==> config.mk <==
export PLATFORM = sky130hd
export DESIGN_NAME = nest_irq_ctrl
export DESIGN_NICKNAME = d
export VERILOG_FILES = /design/src/rtl/nic_pkg.sv /design/src/rtl/nic_edge_sync.sv /design/src/rtl/nic_cfg_regs.sv /design/src/rtl/nic_prio_resolve.sv /design/src/rtl/nest_irq_ctrl.sv
export SDC_FILE = /design/constraint.sdc
export NUM_CORES = 1
export LEC_CHECK = 0
export BUFFER_PORTS_ARGS = -buffer_cell sky130_fd_sc_hd__buf_4
export CAP_MARGIN = 0
export CORE_ASPECT_RATIO = 0.9
export CORE_MARGIN = 2
export CORE_UTILIZATION = 59
export DETAILED_ROUTE_END_ITERATION = 10
export HOLD_SLACK_MARGIN = 0.05
export PLACE_DENSITY = 0.89
export SETUP_SLACK_MARGIN = 0.3
export SLEW_MARGIN = 20
export SYNTH_ARGS = -nofsm -noshare
export SYNTH_HDL_FRONTEND = slang
export SYNTH_SLANG_ARGS = --single-unit
==> constraint.sdc <==
create_clock -name clk -period 10.85 [get_ports clk]
set_clock_uncertainty 0.1 [all_clocks]
set_input_delay 2.17 -clock clk [delete_from_list [all_inputs] [get_ports clk]]
set_output_delay 2.17 -clock clk [all_outputs]
set_load 0.01 [all_outputs]
==> src/rtl/nic_pkg.sv <==
package nic_pkg;
   // Configuration address map
   localparam int CFG_CTRL      = 0;
   localparam int CFG_MASK      = 1;
   localparam int CFG_THRESH    = 2;
   localparam int CFG_PRIO_BASE = 4;

   typedef enum logic {
      EOI_TOP      = 1'b0,
      EOI_SPECIFIC = 1'b1
   } eoi_kind_e;
endpackage

==> src/rtl/nic_edge_sync.sv <==
module nic_edge_sync #(
   parameter int N_SRC       = 4,
   parameter int SYNC_STAGES = 2
) (
   input  logic             clk,
   input  logic             rst_n,
   input  logic [N_SRC-1:0] raw_in,
   output logic [N_SRC-1:0] rise
);
   logic [N_SRC-1:0] synced;
   logic [N_SRC-1:0] prev_q;

   generate
      if (SYNC_STAGES == 0) begin : g_direct
         assign synced = raw_in;
      end else begin : g_chain
         logic [N_SRC-1:0] stage_q [SYNC_STAGES];
         always_ff @(posedge clk or negedge rst_n) begin
            if (!rst_n) begin
               for (int s = 0; s < SYNC_STAGES; s++) stage_q[s] <= '0;
            end else begin
               stage_q[0] <= raw_in;
               for (int s = 1; s < SYNC_STAGES; s++) stage_q[s] <= stage_q[s-1];
            end
         end
         assign synced = stage_q[SYNC_STAGES-1];
      end
   endgenerate

   always_ff @(posedge clk or negedge rst_n) begin
      if (!rst_n) prev_q <= '0;
      else        prev_q <= synced;
   end

   assign rise = synced & ~prev_q;
endmodule

==> src/rtl/nic_cfg_regs.sv <==
module nic_cfg_regs
   import nic_pkg::*;
#(
   parameter int N_SRC  = 4,
   parameter int PRIO_W = 3,
   parameter int ADDR_W = 3,
   parameter int DATA_W = 8
) (
   input  logic                      clk,
   input  logic                      rst_n,
   input  logic                      we,
   input  logic [ADDR_W-1:0]         addr,
   input  logic [DATA_W-1:0]         wdata,
   output logic                      enable,
   output logic [N_SRC-1:0]          mask,
   output logic [PRIO_W-1:0]         thresh,
   output logic [N_SRC*PRIO_W-1:0]   prio_flat
);
   logic sel_ctrl, sel_mask, sel_thr;

   assign sel_ctrl = we && (addr == ADDR_W'(CFG_CTRL));
   assign sel_mask = we && (addr == ADDR_W'(CFG_MASK));
   assign sel_thr  = we && (addr == ADDR_W'(CFG_THRESH));

   always_ff @(posedge clk or negedge rst_n) begin
      if (!rst_n) begin
         enable <= 1'b0;
         mask   <= '1;
         thresh <= '1;
      end else begin
         if (sel_ctrl) enable <= wdata[0];
         if (sel_mask) mask   <= wdata[N_SRC-1:0];
         if (sel_thr)  thresh <= wdata[PRIO_W-1:0];
      end
   end

   generate
      for (genvar g = 0; g < N_SRC; g++) begin : g_prio
         logic [PRIO_W-1:0] prio_q;
         always_ff @(posedge clk or negedge rst_n) begin
            if (!rst_n)
               prio_q <= PRIO_W'(g);
            else if (we && addr == ADDR_W'(CFG_PRIO_BASE + g))
               prio_q <= wdata[PRIO_W-1:0];
         end
         assign prio_flat[g*PRIO_W +: PRIO_W] = prio_q;
      end
   endgenerate
endmodule

==> src/rtl/nic_prio_resolve.sv <==
module nic_prio_resolve #(
   parameter int N_SRC  = 4,
   parameter int PRIO_W = 3,
   localparam int IDX_W = (N_SRC > 1) ? $clog2(N_SRC) : 1
) (
   input  logic                     enable,
   input  logic [N_SRC-1:0]         pend,
   input  logic [N_SRC-1:0]         isr,
   input  logic [PRIO_W-1:0]        thresh,
   input  logic [N_SRC*PRIO_W-1:0]  prio_flat,
   output logic                     win_valid,
   output logic [IDX_W-1:0]         win_idx,
   output logic                     isr_any,
   output logic [IDX_W-1:0]         isr_top
);
   logic [PRIO_W-1:0] prio_a [N_SRC];
   logic [PRIO_W:0]   floor_p;
   logic [PRIO_W-1:0] best_p;

   generate
      for (genvar g = 0; g < N_SRC; g++) begin : g_unpack
         assign prio_a[g] = prio_flat[g*PRIO_W +: PRIO_W];
      end
   endgenerate

   // Most urgent in-service level; 2**PRIO_W means nothing in service.
   always_comb begin
      floor_p = (PRIO_W+1)'(1) << PRIO_W;
      isr_any = 1'b0;
      isr_top = '0;
      for (int i = 0; i < N_SRC; i++) begin
         if (isr[i] && ({1'b0, prio_a[i]} < floor_p)) begin
            floor_p = {1'b0, prio_a[i]};
            isr_top = IDX_W'(i);
            isr_any = 1'b1;
         end
      end
   end

   // Eligible winner: strict compare keeps the lower index on ties.
   always_comb begin
      win_valid = 1'b0;
      win_idx   = '0;
      best_p    = '1;
      for (int i = 0; i < N_SRC; i++) begin
         if (enable && pend[i] && (prio_a[i] <= thresh) &&
             ({1'b0, prio_a[i]} < floor_p) &&
             (!win_valid || prio_a[i] < best_p)) begin
            win_valid = 1'b1;
            win_idx   = IDX_W'(i);
            best_p    = prio_a[i];
         end
      end
   end
endmodule

==> src/rtl/nest_irq_ctrl.sv <==
module nest_irq_ctrl
   import nic_pkg::*;
#(
   parameter int N_SRC       = 4,
   parameter int PRIO_W      = 3,
   parameter int SYNC_STAGES = 2,
   parameter int DATA_W      = 8,
   parameter int TYPE_W      = 8,
   parameter int TYPE_BASE   = 12,
   parameter int SPUR_TYPE   = 7,
   localparam int IDX_W      = (N_SRC > 1) ? $clog2(N_SRC) : 1,
   localparam int ADDR_W     = $clog2(CFG_PRIO_BASE + N_SRC)
) (
   input  logic              clk,
   input  logic              rst_n,
   input  logic [N_SRC-1:0]  irq_in,
   input  logic              cfg_we,
   input  logic [ADDR_W-1:0] cfg_addr,
   input  logic [DATA_W-1:0] cfg_wdata,
   input  logic              eoi_valid,
   input  logic              eoi_specific,
   input  logic [IDX_W-1:0]  eoi_src,
   input  logic              cpu_ack,
   output logic              cpu_req,
   output logic [TYPE_W-1:0] cpu_type,
   output logic              cpu_type_valid
);
   generate
      if (N_SRC < 2 || DATA_W < N_SRC || DATA_W < PRIO_W || PRIO_W < 1 ||
          TYPE_BASE + N_SRC > (1 << TYPE_W) || SPUR_TYPE >= (1 << TYPE_W)) begin : g_bad_cfg
         $error("nest_irq_ctrl: inconsistent parameter set");
      end
   endgenerate

   logic [N_SRC-1:0]        rise;
   logic                    cfg_en;
   logic [N_SRC-1:0]        cfg_mask;
   logic [PRIO_W-1:0]       cfg_thresh;
   logic [N_SRC*PRIO_W-1:0] cfg_prio;

   logic [N_SRC-1:0] irr_q, isr_q;
   logic             req_q;
   logic [TYPE_W-1:0] type_q;
   logic             tvalid_q;

   logic             win_valid, isr_any;
   logic [IDX_W-1:0] win_idx, isr_top;
   logic             ack_take, grant;
   logic [N_SRC-1:0] grant_vec, eoi_vec;
   eoi_kind_e        eoi_kind;

   nic_edge_sync #(.N_SRC(N_SRC), .SYNC_STAGES(SYNC_STAGES)) sync_i (
      .clk(clk), .rst_n(rst_n), .raw_in(irq_in), .rise(rise)
   );

   nic_cfg_regs #(.N_SRC(N_SRC), .PRIO_W(PRIO_W), .ADDR_W(ADDR_W), .DATA_W(DATA_W)) cfg_i (
      .clk(clk), .rst_n(rst_n), .we(cfg_we), .addr(cfg_addr), .wdata(cfg_wdata),
      .enable(cfg_en), .mask(cfg_mask), .thresh(cfg_thresh), .prio_flat(cfg_prio)
   );

   nic_prio_resolve #(.N_SRC(N_SRC), .PRIO_W(PRIO_W)) res_i (
      .enable(cfg_en), .pend(irr_q & ~cfg_mask), .isr(isr_q), .thresh(cfg_thresh),
      .prio_flat(cfg_prio), .win_valid(win_valid), .win_idx(win_idx),
      .isr_any(isr_any), .isr_top(isr_top)
   );

   assign eoi_kind  = eoi_kind_e'(eoi_specific);
   assign ack_take  = cpu_ack && req_q;
   assign grant     = ack_take && win_valid;
   assign grant_vec = grant ? (N_SRC'(1) << win_idx) : '0;

   always_comb begin
      eoi_vec = '0;
      if (eoi_valid) begin
         if (eoi_kind == EOI_SPECIFIC) eoi_vec = N_SRC'(1) << eoi_src;
         else if (isr_any)             eoi_vec = N_SRC'(1) << isr_top;
      end
   end

   always_ff @(posedge clk or negedge rst_n) begin
      if (!rst_n) begin
         irr_q    <= '0;
         isr_q    <= '0;
         req_q    <= 1'b0;
         type_q   <= '0;
         tvalid_q <= 1'b0;
      end else begin
         irr_q    <= (irr_q & ~grant_vec) | rise;
         isr_q    <= (isr_q & ~eoi_vec) | grant_vec;
         req_q    <= ack_take ? 1'b0 : (req_q | win_valid);
         tvalid_q <= ack_take;
         if (ack_take)
            type_q <= grant ? (TYPE_W'(TYPE_BASE) + TYPE_W'(win_idx)) : TYPE_W'(SPUR_TYPE);
      end
   end

   assign cpu_req        = req_q;
   assign cpu_type       = type_q;
   assign cpu_type_valid = tvalid_q;
endmodule

==> impl_metrics.ini <==
[sta]
max_slew_margin = 0.332
finalCriticalPeriod_ns = 9.81
fmax_mhz = 102
setup_slack_ns = 1.04
slew_viol_final = 0
hold_viol = 0
tightest_slew_ns = 0.977
setup_viol = 0
fin_crit_sh = 0.905
fin_tns_setup_ns = 0
rsz0062_at_grt = false

[hold_path]
worstHoldEndpoint = sync_i.synced[2]$_DFF_PN0_
hold_class = flip-flop to flip-flop
min_path_cells = 0
min-delay-start = sync_i.g_chain.stage_q[6]$_DFF_PN0_

[global_route]
grt-busiest-layer = met2
grt_start_max_net_pins = 47
overflow = 0
grt_pass1_wl_mm = 12.3
use_met3 = 0.0410
gr-usage-met1 = 0.375
met2_usage = 0.467
track_usage = 0.278
grt_pass1_vias = 2554
antenna_found_initial = 0

[cells_and_area]
syn_to_final_growth_pct = 10.4
regArea_um2 = 1160
stdcell_count = 402
fin_area_um2 = 3390
fillerInstances = 369
multiInputGateArea_um2 = 1790
drive_gt1_frac = 0.217
nNetsFinal = 390
antenna_cells = 0

[setup_path]
reg2reg_from = isr_q[0]$_DFF_PN0_
crit_arrival_ns = 9.90
r2r_end = irr_q[0]$_DFF_PN0_
slowest_stage = dfrtp_1
slowest_delay_ns = 0.55
reg2reg_slack_ns = 1.04
cp-end-kind = flip-flop
r2r_cells = 41
crit_top_cell = ha_1
worstSetupStartpointType = flip-flop
path_max_fanout = 12
required_ns = 10.94
crit_type = flip-flop to flip-flop

[clocking]
clockBufferDepth = 2
clock_latency_ns = 0.30
cts_tree = built
clkSinkCount = 46
cts_made_buffers = 5
clock-root-buffer = clkbuf_8
cts_max_level = 2
clk_pin_slew_ns = 0.09
cts_hold_buffers = 0

[status]
status = completed

[logic_synthesis]
ys.flop_type = dfrtp_1
synth_top_family_by_area = compound AO/OA/AOI/OAI gates
syn-cell-area_um2 = 3070
synth-xor-area-share = 0
syn_inst = 311
synth_top_area_frac = 0.285
yosysMostFrequentCell = dfrtp_1
synth_commonest_cells = dfrtp_1 (35), ha_1 (31), nand2_1 (26), o21ai_0 (25), inv_1 (23)
synth_mux_area_frac = 0.0765
synth_compound_area_frac = 0.215
yosys-top-cells-area = dfrtp_1 (28%), ha_1 (13%), dfstp_2 (9.4%)
synth_seq_cells = 46
synth_edf_count = 0
synthSimpleGateAreaFrac = 0.149
synth-async-reset-ratio = 1.00
avgSynthCellArea_um2 = 9.88
synth_warnings = 0
yosysTopAreaCell = dfrtp_1
yosys.cell_types.count = 59
yosys.area_share.adder = 0.129
synth_seq_area_share = 0.379

[route]
wl_per_cell_um = 18.6
dr.first_iter.drc_count = 220
drcViolationCount = 0
via_per_inst = 6.49
wirelength_mm = 7.46
ant_nets = 0
vias = 2610
dr.pass1.iters = 5

[power_and_ir_drop]
leakagePower_nw = 1.44
combPwrFrac = 0.564
clock_power_share = 0.126
power_switching_mw = 0.391
p_int_mw = 0.468
power_density_nw_per_um2 = 253
swShare = 0.455
peakVddDrop_mv = 0.139
power_frac_seq = 0.310

[place]
place.gp.congestion = 0.952
hpwl_mm = 5.61
dpl_cell_area_um2 = 3280
numPortBuffers = 24
dp_slack_ns = 0.674
dp.cells = 394

[floorplanning]
coreArea_um2 = 4920
die_w_um = 80.1
die_area_um2 = 5800
pin_count = 33
die_h_um = 72.5
rows = 24
initial_core_util = 0.624

[run]
max_cap_viol_count = 0
==> cells by family (layout without fill, tap and decap cells) <==
kind of cell | count (synthesis) | count (layout)
and+or+nand+nor | 87 | 87
other | 1 | 4
DFF | 46 | 46
AOI/OAI and AO/OA | 92 | 92
buffers and inverters | 32 | 55
adders and majority gates | 32 | 32
muxes | 21 | 21
==> flip-flops by register name, indices dropped and copies added, names as in the netlist <==
register	flops
irr_q	4
isr_q	4
cpu_req	1
cfg_i.thresh	3
sync_i.prev_q	4
sync_i.g_chain.stage_q	4
sync_i.synced	4
cpu_type_valid	1
cpu_type	4
cfg_i.enable	1
cfg_i.mask	4
cfg_i.g_prio.prio_q	12
==> power by group through the flow <==
stage / Clock (mW) / Sequential [mW] / Combinational [mW]
final: 0.108 / 0.266 / 0.485
after global routing: 0.115 / 0.273 / 0.541
after CTS: 0.109 / 0.265 / 0.467
after detailed placement: 0 / 0.266 / 0.462
after global placement: 0 / 0.264 / 0.436
after floorplan: 0 / 0.247 / 0.362
==> area by class of cell <==
cell class / count / area share
flip-flops and latches: 46 / 0.343
multi-input cells: 236 / 0.527
repair buffers: 24 / 0.0531
clock buffers: 5 / 0.0203
inverters: 23 / 0.0254
clock inverters: 3 / 0.00737
well taps: 65 / 0.0240
==> metal layers <==
layer,wire (um),part of all wire,vias up
li1,-,-,1212
met1,3210,0.43,1253
met2,3620,0.48,119
met3,436,0.058,26
met4,194,0.026,0
met5,0,0,-
==> worst max-delay path, delay by kind of cell (launching register included) <==
kind,cells,cell delay [ns]
simple gates,9,1.62
buf+inv,3,0.17
mux,3,1.04
fa+ha+maj,7,2.12
flops,1,0.55
compound gates,19,4.06
==> worst max-delay path by stage <==
stage / startpoint / to / slack, ns / cells after the start
after floorplan: isr_q[0]$_DFF_PN0_ / irr_q[0]$_DFF_PN0_ / 2.12 / 42
after global placement: isr_q[0]$_DFF_PN0_ / irr_q[0]$_DFF_PN0_ / 1.03 / 40
after global routing: isr_q[0]$_DFF_PN0_ / irr_q[0]$_DFF_PN0_ / 0.35 / 41
after detailed placement: isr_q[0]$_DFF_PN0_ / irr_q[0]$_DFF_PN0_ / 0.67 / 40
after CTS: isr_q[0]$_DFF_PN0_ / irr_q[0]$_DFF_PN0_ / 0.64 / 40
final: isr_q[0]$_DFF_PN0_ / irr_q[0]$_DFF_PN0_ / 1.04 / 41
==> cell usage in the layout (no fill, tap or decap), types with 2 or more instances in the layout <==
cell,count
o22a_1,2
nand2b_1,5
o21bai_1,2
nor2b_1,11
o31a_1,4
dfstp_2,11
a22oi_1,2
inv_1,23
nand3b_1,4
a21oi_1,12
a32oi_1,2
nor3b_1,2
or3_1,3
buf_4,24
o21ai_0,25
o221a_2,2
a2111oi_0,2
o21a_1,5
o32a_1,2
and3_1,2
nand4_1,2
a211oi_1,4
o31ai_1,3
dfrtp_1,35
a21oi_2,2
nand3_1,7
nand4b_1,2
o221ai_1,3
o211ai_1,3
nor3_1,4
ha_1,31
clkbuf_8,5
nand2_1,26
a2111o_1,2
nor2_1,13
conb_1,4
mux2_2,20
==> repair_timing <==
action | CTS | global route
buffers inserted | 0 | 0
endpoints found under the setup margin | 0 | 10
gates resized for setup | 0 | 5
==> metrics by stage <==
stage	hold slack [ns]	util	power, mW
2_1_floorplan	0.231	-	0.609
6_report	0.260	0.689	0.859
3_5_place_dp	0.241	0.666	0.728
5_1_grt	0.266	0.689	0.930
3_3_place_gp	0.232	0.666	0.700
4_1_cts	0.263	0.685	0.841
No activity file was read; power rests on OpenSTA's default activity.
